### config.mk
export PLATFORM = sky130hd
export DESIGN_NAME = sid_span_filter
export DESIGN_NICKNAME = d
export VERILOG_FILES = /design/src/rtl/sidf_pkg.sv /design/src/rtl/sidf_cfg_bank.sv /design/src/rtl/sidf_span_match.sv /design/src/rtl/sid_span_filter.sv
export SDC_FILE = /design/constraint.sdc
export NUM_CORES = 1
export LEC_CHECK = 0
export BUFFER_PORTS_ARGS = -buffer_cell sky130_fd_sc_hd__buf_2
export CORE_MARGIN = 4
export CORE_UTILIZATION = 35
export DETAILED_ROUTE_END_ITERATION = 8
export PLACE_DENSITY = 0.54
export SLEW_MARGIN = 20
export SYNTH_ARGS = -nofsm -noshare
export SYNTH_HDL_FRONTEND = slang
export SYNTH_SLANG_ARGS = --single-unit
### constraint.sdc
create_clock -name clk -period 2.65 [get_ports clk]
set_input_delay 0.1325 -clock clk [delete_from_list [all_inputs] [get_ports clk]]
set_output_delay 0.1325 -clock clk [all_outputs]
set_load 0.02 [all_outputs]
### src/rtl/sidf_pkg.sv
package sidf_pkg;
    localparam int REG_W    = 32;
    localparam int SPAN_POS = 29;

    typedef enum logic {
        WSEL_MATCH = 1'b0,
        WSEL_TYPE  = 1'b1
    } wsel_e;
endpackage

### src/rtl/sidf_cfg_bank.sv
module sidf_cfg_bank
    import sidf_pkg::*;
#(
    parameter int NUM_CTR = 4,
    parameter int SID_W   = 32,
    parameter int EVT_W   = 16,
    parameter int IDX_W   = 2
) (
    input  logic                              clk,
    input  logic                              rst_n,
    input  logic                              wr_en,
    input  logic                              wr_sel,
    input  logic [IDX_W-1:0]                  wr_idx,
    input  logic [REG_W-1:0]                  wr_data,
    output logic [NUM_CTR-1:0][SID_W-1:0]     match_o,
    output logic [NUM_CTR-1:0]                span_o,
    output logic [NUM_CTR-1:0][EVT_W-1:0]     evsel_o
);
    typedef struct packed {
        logic [NUM_CTR-1:0][SID_W-1:0] match;
        logic [NUM_CTR-1:0]            span;
        logic [NUM_CTR-1:0][EVT_W-1:0] evsel;
    } bank_t;

    bank_t st_d, st_q;
    wsel_e sel;

    assign sel = wsel_e'(wr_sel);

    always_comb begin
        st_d = st_q;
        for (int i = 0; i < NUM_CTR; i++) begin
            if (wr_en && (int'(wr_idx) == i)) begin
                if (sel == WSEL_MATCH) begin
                    st_d.match[i] = wr_data[SID_W-1:0];
                end else begin
                    st_d.evsel[i] = wr_data[EVT_W-1:0];
                    st_d.span[i]  = wr_data[SPAN_POS];
                end
            end
        end
    end

    always_ff @(posedge clk or negedge rst_n) begin
        if (!rst_n) begin
            st_q.match <= '1;
            st_q.span  <= '1;
            st_q.evsel <= '0;
        end else begin
            st_q <= st_d;
        end
    end

    assign match_o = st_q.match;
    assign span_o  = st_q.span;
    assign evsel_o = st_q.evsel;

    for (genvar g = 0; g < NUM_CTR; g++) begin : g_chk
        p_match_load_r9: assert property (@(posedge clk) disable iff (!rst_n)
            (wr_en && !wr_sel && int'(wr_idx) == g)
            |=> (match_o[g] == $past(wr_data[SID_W-1:0])));
        p_type_load_r9: assert property (@(posedge clk) disable iff (!rst_n)
            (wr_en && wr_sel && int'(wr_idx) == g)
            |=> (span_o[g] == $past(wr_data[SPAN_POS])
                 && evsel_o[g] == $past(wr_data[EVT_W-1:0])));
    end
endmodule

### src/rtl/sidf_span_match.sv
module sidf_span_match #(
    parameter int SID_W = 32
) (
    input  logic [SID_W-1:0] match_val,
    input  logic             span,
    input  logic [SID_W-1:0] sid,
    output logic             hit
);
    logic [SID_W-1:0] care_n;
    logic [SID_W-1:0] diff;

    always_comb begin
        // ones at the lowest zero of match_val and every bit below it;
        // all ones when match_val itself is all ones
        care_n = match_val ^ (match_val + 1'b1);
        diff   = sid ^ match_val;
        if (span) hit = ((diff & ~care_n) == '0);
        else      hit = (diff == '0);
    end
endmodule

### src/rtl/sid_span_filter.sv
module sid_span_filter
    import sidf_pkg::*;
#(
    parameter int NUM_CTR = 4,
    parameter int SID_W   = 32,
    parameter int EVT_W   = 16,
    localparam int IDX_W  = (NUM_CTR > 1) ? $clog2(NUM_CTR) : 1
) (
    input  logic               clk,
    input  logic               rst_n,
    input  logic               global_mode,
    input  logic               cfg_wr_en,
    input  logic               cfg_wr_sel,
    input  logic [IDX_W-1:0]   cfg_wr_idx,
    input  logic [31:0]        cfg_wr_data,
    input  logic               ev_valid,
    input  logic [EVT_W-1:0]   ev_type,
    input  logic [SID_W-1:0]   ev_sid,
    output logic [NUM_CTR-1:0] cnt_qual
);
    logic [NUM_CTR-1:0][SID_W-1:0] match_r;
    logic [NUM_CTR-1:0]            span_r;
    logic [NUM_CTR-1:0][EVT_W-1:0] evsel_r;
    logic [NUM_CTR-1:0][SID_W-1:0] eff_match;
    logic [NUM_CTR-1:0]            eff_span;
    logic [NUM_CTR-1:0]            sid_hit;

    typedef struct packed {
        logic [NUM_CTR-1:0] qual;
    } qual_t;

    qual_t st_d, st_q;

    sidf_cfg_bank #(
        .NUM_CTR(NUM_CTR), .SID_W(SID_W), .EVT_W(EVT_W), .IDX_W(IDX_W)
    ) u_bank (
        .clk     (clk),
        .rst_n   (rst_n),
        .wr_en   (cfg_wr_en),
        .wr_sel  (cfg_wr_sel),
        .wr_idx  (cfg_wr_idx),
        .wr_data (cfg_wr_data),
        .match_o (match_r),
        .span_o  (span_r),
        .evsel_o (evsel_r)
    );

    for (genvar g = 0; g < NUM_CTR; g++) begin : g_ctr
        assign eff_match[g] = global_mode ? match_r[0] : match_r[g];
        assign eff_span[g]  = global_mode ? span_r[0]  : span_r[g];

        sidf_span_match #(.SID_W(SID_W)) u_match (
            .match_val (eff_match[g]),
            .span      (eff_span[g]),
            .sid       (ev_sid),
            .hit       (sid_hit[g])
        );

        p_type_gate_r4: assert property (@(posedge clk) disable iff (!rst_n)
            (ev_valid && ev_type != evsel_r[g]) |=> !cnt_qual[g]);
        p_exact_r5: assert property (@(posedge clk) disable iff (!rst_n)
            (ev_valid && !eff_span[g] && ev_sid != eff_match[g]) |=> !cnt_qual[g]);
        p_match_all_r8: assert property (@(posedge clk) disable iff (!rst_n)
            (ev_valid && eff_span[g] && (&eff_match[g]) && ev_type == evsel_r[g])
            |=> cnt_qual[g]);
        p_global_same_r10: assert property (@(posedge clk) disable iff (!rst_n)
            (global_mode && ev_valid && ev_type == evsel_r[g] && ev_type == evsel_r[0])
            |=> (cnt_qual[g] == cnt_qual[0]));
    end

    always_comb begin
        st_d = '0;
        for (int i = 0; i < NUM_CTR; i++) begin
            st_d.qual[i] = ev_valid && (ev_type == evsel_r[i]) && sid_hit[i];
        end
    end

    always_ff @(posedge clk or negedge rst_n) begin
        if (!rst_n) st_q <= '0;
        else        st_q <= st_d;
    end

    assign cnt_qual = st_q.qual;

    p_idle_r2: assert property (@(posedge clk) disable iff (!rst_n)
        !ev_valid |=> (cnt_qual == '0));
endmodule

After elaboration in Yosys (flattened, before gate mapping)
Cells that the tools add are included.
- register bits: 200
- input bits: 88
- output and inout port bits: 4
- word-level logic and storage cells: 80
- add/subtract/negate cells: 4
- equality and inequality tests: 7
- mux-type cells: 10
- bitwise operators: 17
- reductions and logical operators: 29
- operators by type and width (kind ; number):
    $logic_not A32 Y1 ; 8
    $xor A32 B32 Y32 ; 8
    $add A32 B1 Y32 const B ; 4
    $and A32 B32 Y32 ; 4
    $not A32 Y32 ; 4
    $mux W32 ; 3
    $eq A16 B16 Y1 ; 4
    $reduce_and A2 Y1 ; 8
    $logic_and A1 B1 Y1 ; 12
    $mux W1 ; 7
    $eq A2 B2 Y1 const B ; 2
    $eq A2 B1 Y1 const B ; 1
    $logic_not A2 Y1 ; 1
    $not A1 Y1 ; 1

Longest topological paths before layout
- depth after elaboration: 8
- mapped depth: 14
- mapped depth without buffers: 9

By module
Synthesis repeated with hierarchy kept, for this count alone.
- cells, all modules: 1308
- area, all modules: 13284.0 um^2
- modules (own cells, without submodules) (module ; instances ; cells each ; area an instance (um^2) ; seq. area each (um^2)):
    sidf_cfg_bank ; 1 ; 423 ; 7599.8 ; 5069.9
    sidf_span_match at g_ctr[0].u_match ... ; 3 ; 136 ; 934.6 ; 0.0
    sid_span_filter ; 1 ; 344 ; 1938.1 ; 100.1
    sidf_span_match at g_ctr[3].u_match ; 1 ; 133 ; 942.2 ; 0.0

Worst setup path before layout
No wires, ideal clock.
- path kind: register -> register
- start point: register u_bank.st_q, in the netlist u_bank.match_o[14]
- end point: register st_q, in the netlist cnt_qual[3]
- setup time: 0.076 ns
- arrival: 2.491 ns
- data required time: 2.574 ns
- setup slack: 0.083 ns
- stages on the path, launching flop included: 10
- buffers on the path: 1
- clock period less this slack: 2.567 ns
- cell sequence: dfstp_2 clkbuf_1 nand3_1 a22oi_1 or4b_1 nor3_1 o2bb2ai_1 a2111oi_2 nand3_1 o21ai_1
- RTL lines (item ; line ; text):
    from (decl) ; sidf_cfg_bank.sv:25 ; bank_t st_d, st_q;
    from (signal assigned) ; sidf_cfg_bank.sv:50 ; st_q <= st_d;
    to (signal assigned) ; sid_span_filter.sv:80 ; else st_q <= st_d;
    to (decl) ; sid_span_filter.sv:32 ; qual_t st_d, st_q;

==> results by group <==
Place
  – PortBufs: 91
  – RD Place Congestion: 1.00
  – Hpwl dp: 42200 um
  – Placed cell count: 2069
  – Dpl ws: -0.297 ns

Logic synthesis
  – Cells after synthesis: 1335
  – Dominant synthesized flop cell: dfstp_2
  – Post-Syn Nets: 1424
  – Post-synth EDFFs: 0
  – Syn Std Cell Area: 13700 um^2
  – Sequential-to-total area share from yosys stat: 37.8%
  – Syn Area/Cell: 10.2 um^2
  – Synth cell types: 77
  – Syn. warnings: 0
  – Async SR Flop Fraction: 100%
  – Synthesized flop and latch total: 200

GRT
  – Largest net degree at the start of global routing: 68
  – Initial antenna violation count: 1
  – Overall Global Routing Usage: 25.0%
  – Global-route wire length before repair: 78500 um
  – Vias in the first global route: 11700
  – Grt ovf: 0

Drt
  – WL final: 52600 um
  – Antenna-violating nets left: 0
  – DRC: 0
  – Drt first pass iters: 8
  – Drt first-iter violations: 849
  – Mean routed wirelength per cell: 24.5 um
  – Via Count: 11700
  – Vias per cell: 5.42

Pwr
  – Comb power frac: 40.3%
  – Clk pwr share: 21.9%
  – Total power: 12.4 mW
  – Pleak: 6.99 nW
  – Net Sw Frac: 37.2%
  – Cell Int Power: 7.76 mW
  – PwrDens: 707 nW/um^2
  – NetSw: 4.59 mW
  – Peak supply drop: 0.497 mV
  – Reg power frac: 37.8%

Critical path
  – Worst EP required: 3.08 ns
  – CP max FO: 3
  – R2r setup slk: 0.05 ns
  – Worst Path Class, Setup: flop to flop
  – Endpoint class of the critical path: flop
  – CP startpoint kind: flop
  – WP data arrival: 3.03 ns

Finish
  – Non-Filler Instances: 2151
  – Nets: 1709
  – Commonest non-fill, non-tap cell in the layout: buf_4
  – Final Util: 45.2%
  – Most frequent cells in the layout: buf_4 (238), mux2_2 (196), xnor2_1 (165), dfstp_2 (132), buf_2 (89)
  – Layout cells sized above 1: 47.0%
  – ANT cells: 0
  – Area delta synth->final: 27.8%

Timing
  – Final Hold Vio Count: 0
  – Final setup margin: 0.0530 ns
  – Final-report max-slew violation count: 0
  – Rel. slew slack: 55.7%
  – Post-layout min period: 2.60 ns
  – RSZ-0062 raised after global routing: yes
  – Final clock skew: 0.0168 ns
  – Crit share post-route: 98.0%
  – Slew @ Worst Pin: 0.658 ns
  – Max Freq: 0.385 GHz
  – Setup violators final: 0

Clock network
  – CTS Sinks: 200
  – CTS clk-pin slew, worst paths: 0.09 ns
  – H-tree Lvls: 4
  – CTS tree: done
  – Cts bufs inserted: 17
  – Max Root-Sink Buffers: 2
  – Root buffer cell: clkbuf_16
  – Clock latency on the worst-skew pair: 0.48 ns

Die
  – Die area: 42300 um^2
  – Row cnt: 72
  – I/O pin count: 92
  – Initial Util: 35.4%
  – DIE WIDTH: 206 um
  – Core Footprint: 38600 um^2
  – Chip height: 206 um

Hold path
  – Worst Hold Class: input pin to flop

Job
  – Maxcap violations: 0

Outcome
  – Status: finished, final reports clean
[area by class of cell]
type                    instances  area, um^2
clock buffers                  19         433
clock inverters                13         161
fillers                      3697       21200
inverters                      16        60.1
multi-input cells            1017        8270
flip-flops and latches        200        5170
well taps                     518         648
repair buffers                368        2720
[cell usage after synthesis (all sizes together), types with 4 or more instances]
cell | number | share of area, %
a222oi | 4 | 0.29
dfrtp | 68 | 12
a32oi | 7 | 0.45
o22ai | 7 | 0.32
o211ai | 5 | 0.27
clkbuf | 70 | 1.9
a21oi | 51 | 1.9
inv | 16 | 0.44
nand3b | 22 | 1.4
a22o | 4 | 0.26
nand3 | 47 | 1.8
nand2 | 57 | 1.6
nor4b | 4 | 0.26
a22oi | 10 | 0.55
buf | 32 | 1.6
or3 | 6 | 0.27
nor2 | 57 | 1.6
and3b | 4 | 0.26
xor2 | 32 | 2.0
nand2b | 6 | 0.27
o31ai | 7 | 0.38
dfstp | 132 | 25
nor2b | 22 | 1.0
a21boi | 6 | 0.33
mux2i | 74 | 5.4
nor3 | 20 | 0.81
o21ai | 49 | 1.8
mux2 | 196 | 16
and2 | 8 | 0.37
nor4 | 25 | 1.1
a221oi | 4 | 0.30
xnor2 | 165 | 11
nand4 | 35 | 1.6
a31oi | 8 | 0.37
nand4b | 4 | 0.26
and3 | 17 | 0.78
[power by group through the flow]
stage | registers, mW | logic (mW) | clock network [mW]
5_1_grt | 4.77 | 5.29 | 2.90
3_5_place_dp | 4.72 | 4.63 | 0
3_3_place_gp | 4.70 | 4.62 | 0
2_1_floorplan | 4.44 | 2.73 | 0
4_1_cts | 4.67 | 4.73 | 2.79
6_report | 4.67 | 4.97 | 2.71
[critical path, stage by stage (launching register included)]
cell and delay, ns:
dfstp_2 0.55, nand3_2 0.09, a222oi_1 0.38, buf_4 0.21, and3_4 0.19, or4b_4 0.48
o2bb2a_4 0.21, nand3_2 0.09, nor3_2 0.18, o22a_1 0.15
[metal layers]
metal / routed length [um] / part of all wire, % / track usage (%) / up-vias
met5: 0 / 0 / 0 / -
met4: 1370 / 2.6 / 7.46 / 0
met3: 2330 / 4.4 / 3.39 / 67
met2: 23800 / 45 / 39.1 / 311
met1: 25200 / 48 / 36.1 / 5889
li1: - / - / - / 5397
[flip-flops by register name, indices dropped and copies added (netlist names)]
| signal | flops |
|---|---|
| cnt_qual | 4 |
| u_bank.span_o | 4 |
| u_bank.evsel_o | 64 |
| u_bank.match_o | 128 |
[cells by family after synthesis]
group	share of synthesized area (%)
XOR/XNOR	12.6
flip-flops	37.8
buffers and inverters	3.95
AO/OA/AOI/OAI	9.87
adder cells (fa/ha/maj)	0.0915
multiplexers	21.6
AND/OR/NAND/NOR	14.1
[metrics by stage]
step / hold WS, ns / cell area (um^2) / setup TNS, ns
2_1_floorplan: -0.163 / 13700 / 0
3_3_place_gp: 0.397 / 16100 / -0.542
3_5_place_dp: 0.399 / 16100 / -0.557
4_1_cts: 0.00557 / 17000 / -0.0117
5_1_grt: 0.0392 / 17500 / -0.0154
6_report: 0.0213 / 17500 / 0
[path summary, 6_finish.rpt]
check,from,endpoint,depth (start not counted)
worst max-delay path,u_bank.match_o[16]$_DFFE_PN1P_,cnt_qual[2]$_DFF_PN0_,9
worst min-delay path,cfg_wr_data[29],u_bank.match_o[93]$_DFFE_PN1P_,2
worst max register to register,u_bank.match_o[16]$_DFFE_PN1P_,cnt_qual[2]$_DFF_PN0_,9
worst min register to register,u_bank.evsel_o[40]$_DFFE_PN0P_,u_bank.evsel_o[40]$_DFFE_PN0P_,1
max in group asynchronous,rst_n,u_bank.match_o[107]$_DFFE_PN1P_,2
min in group asynchronous,rst_n,u_bank.match_o[21]$_DFFE_PN1P_,1
[timing repair]
action	in CTS	in global routing
setup endpoints to repair	3	4
setup buffers	6	21
endpoints found under the hold margin	112	0
pin swaps	4	29
cloned	0	0
hold buffers	23	0
gates resized for setup	12	63
No activity file was read; power rests on OpenSTA's default activity.
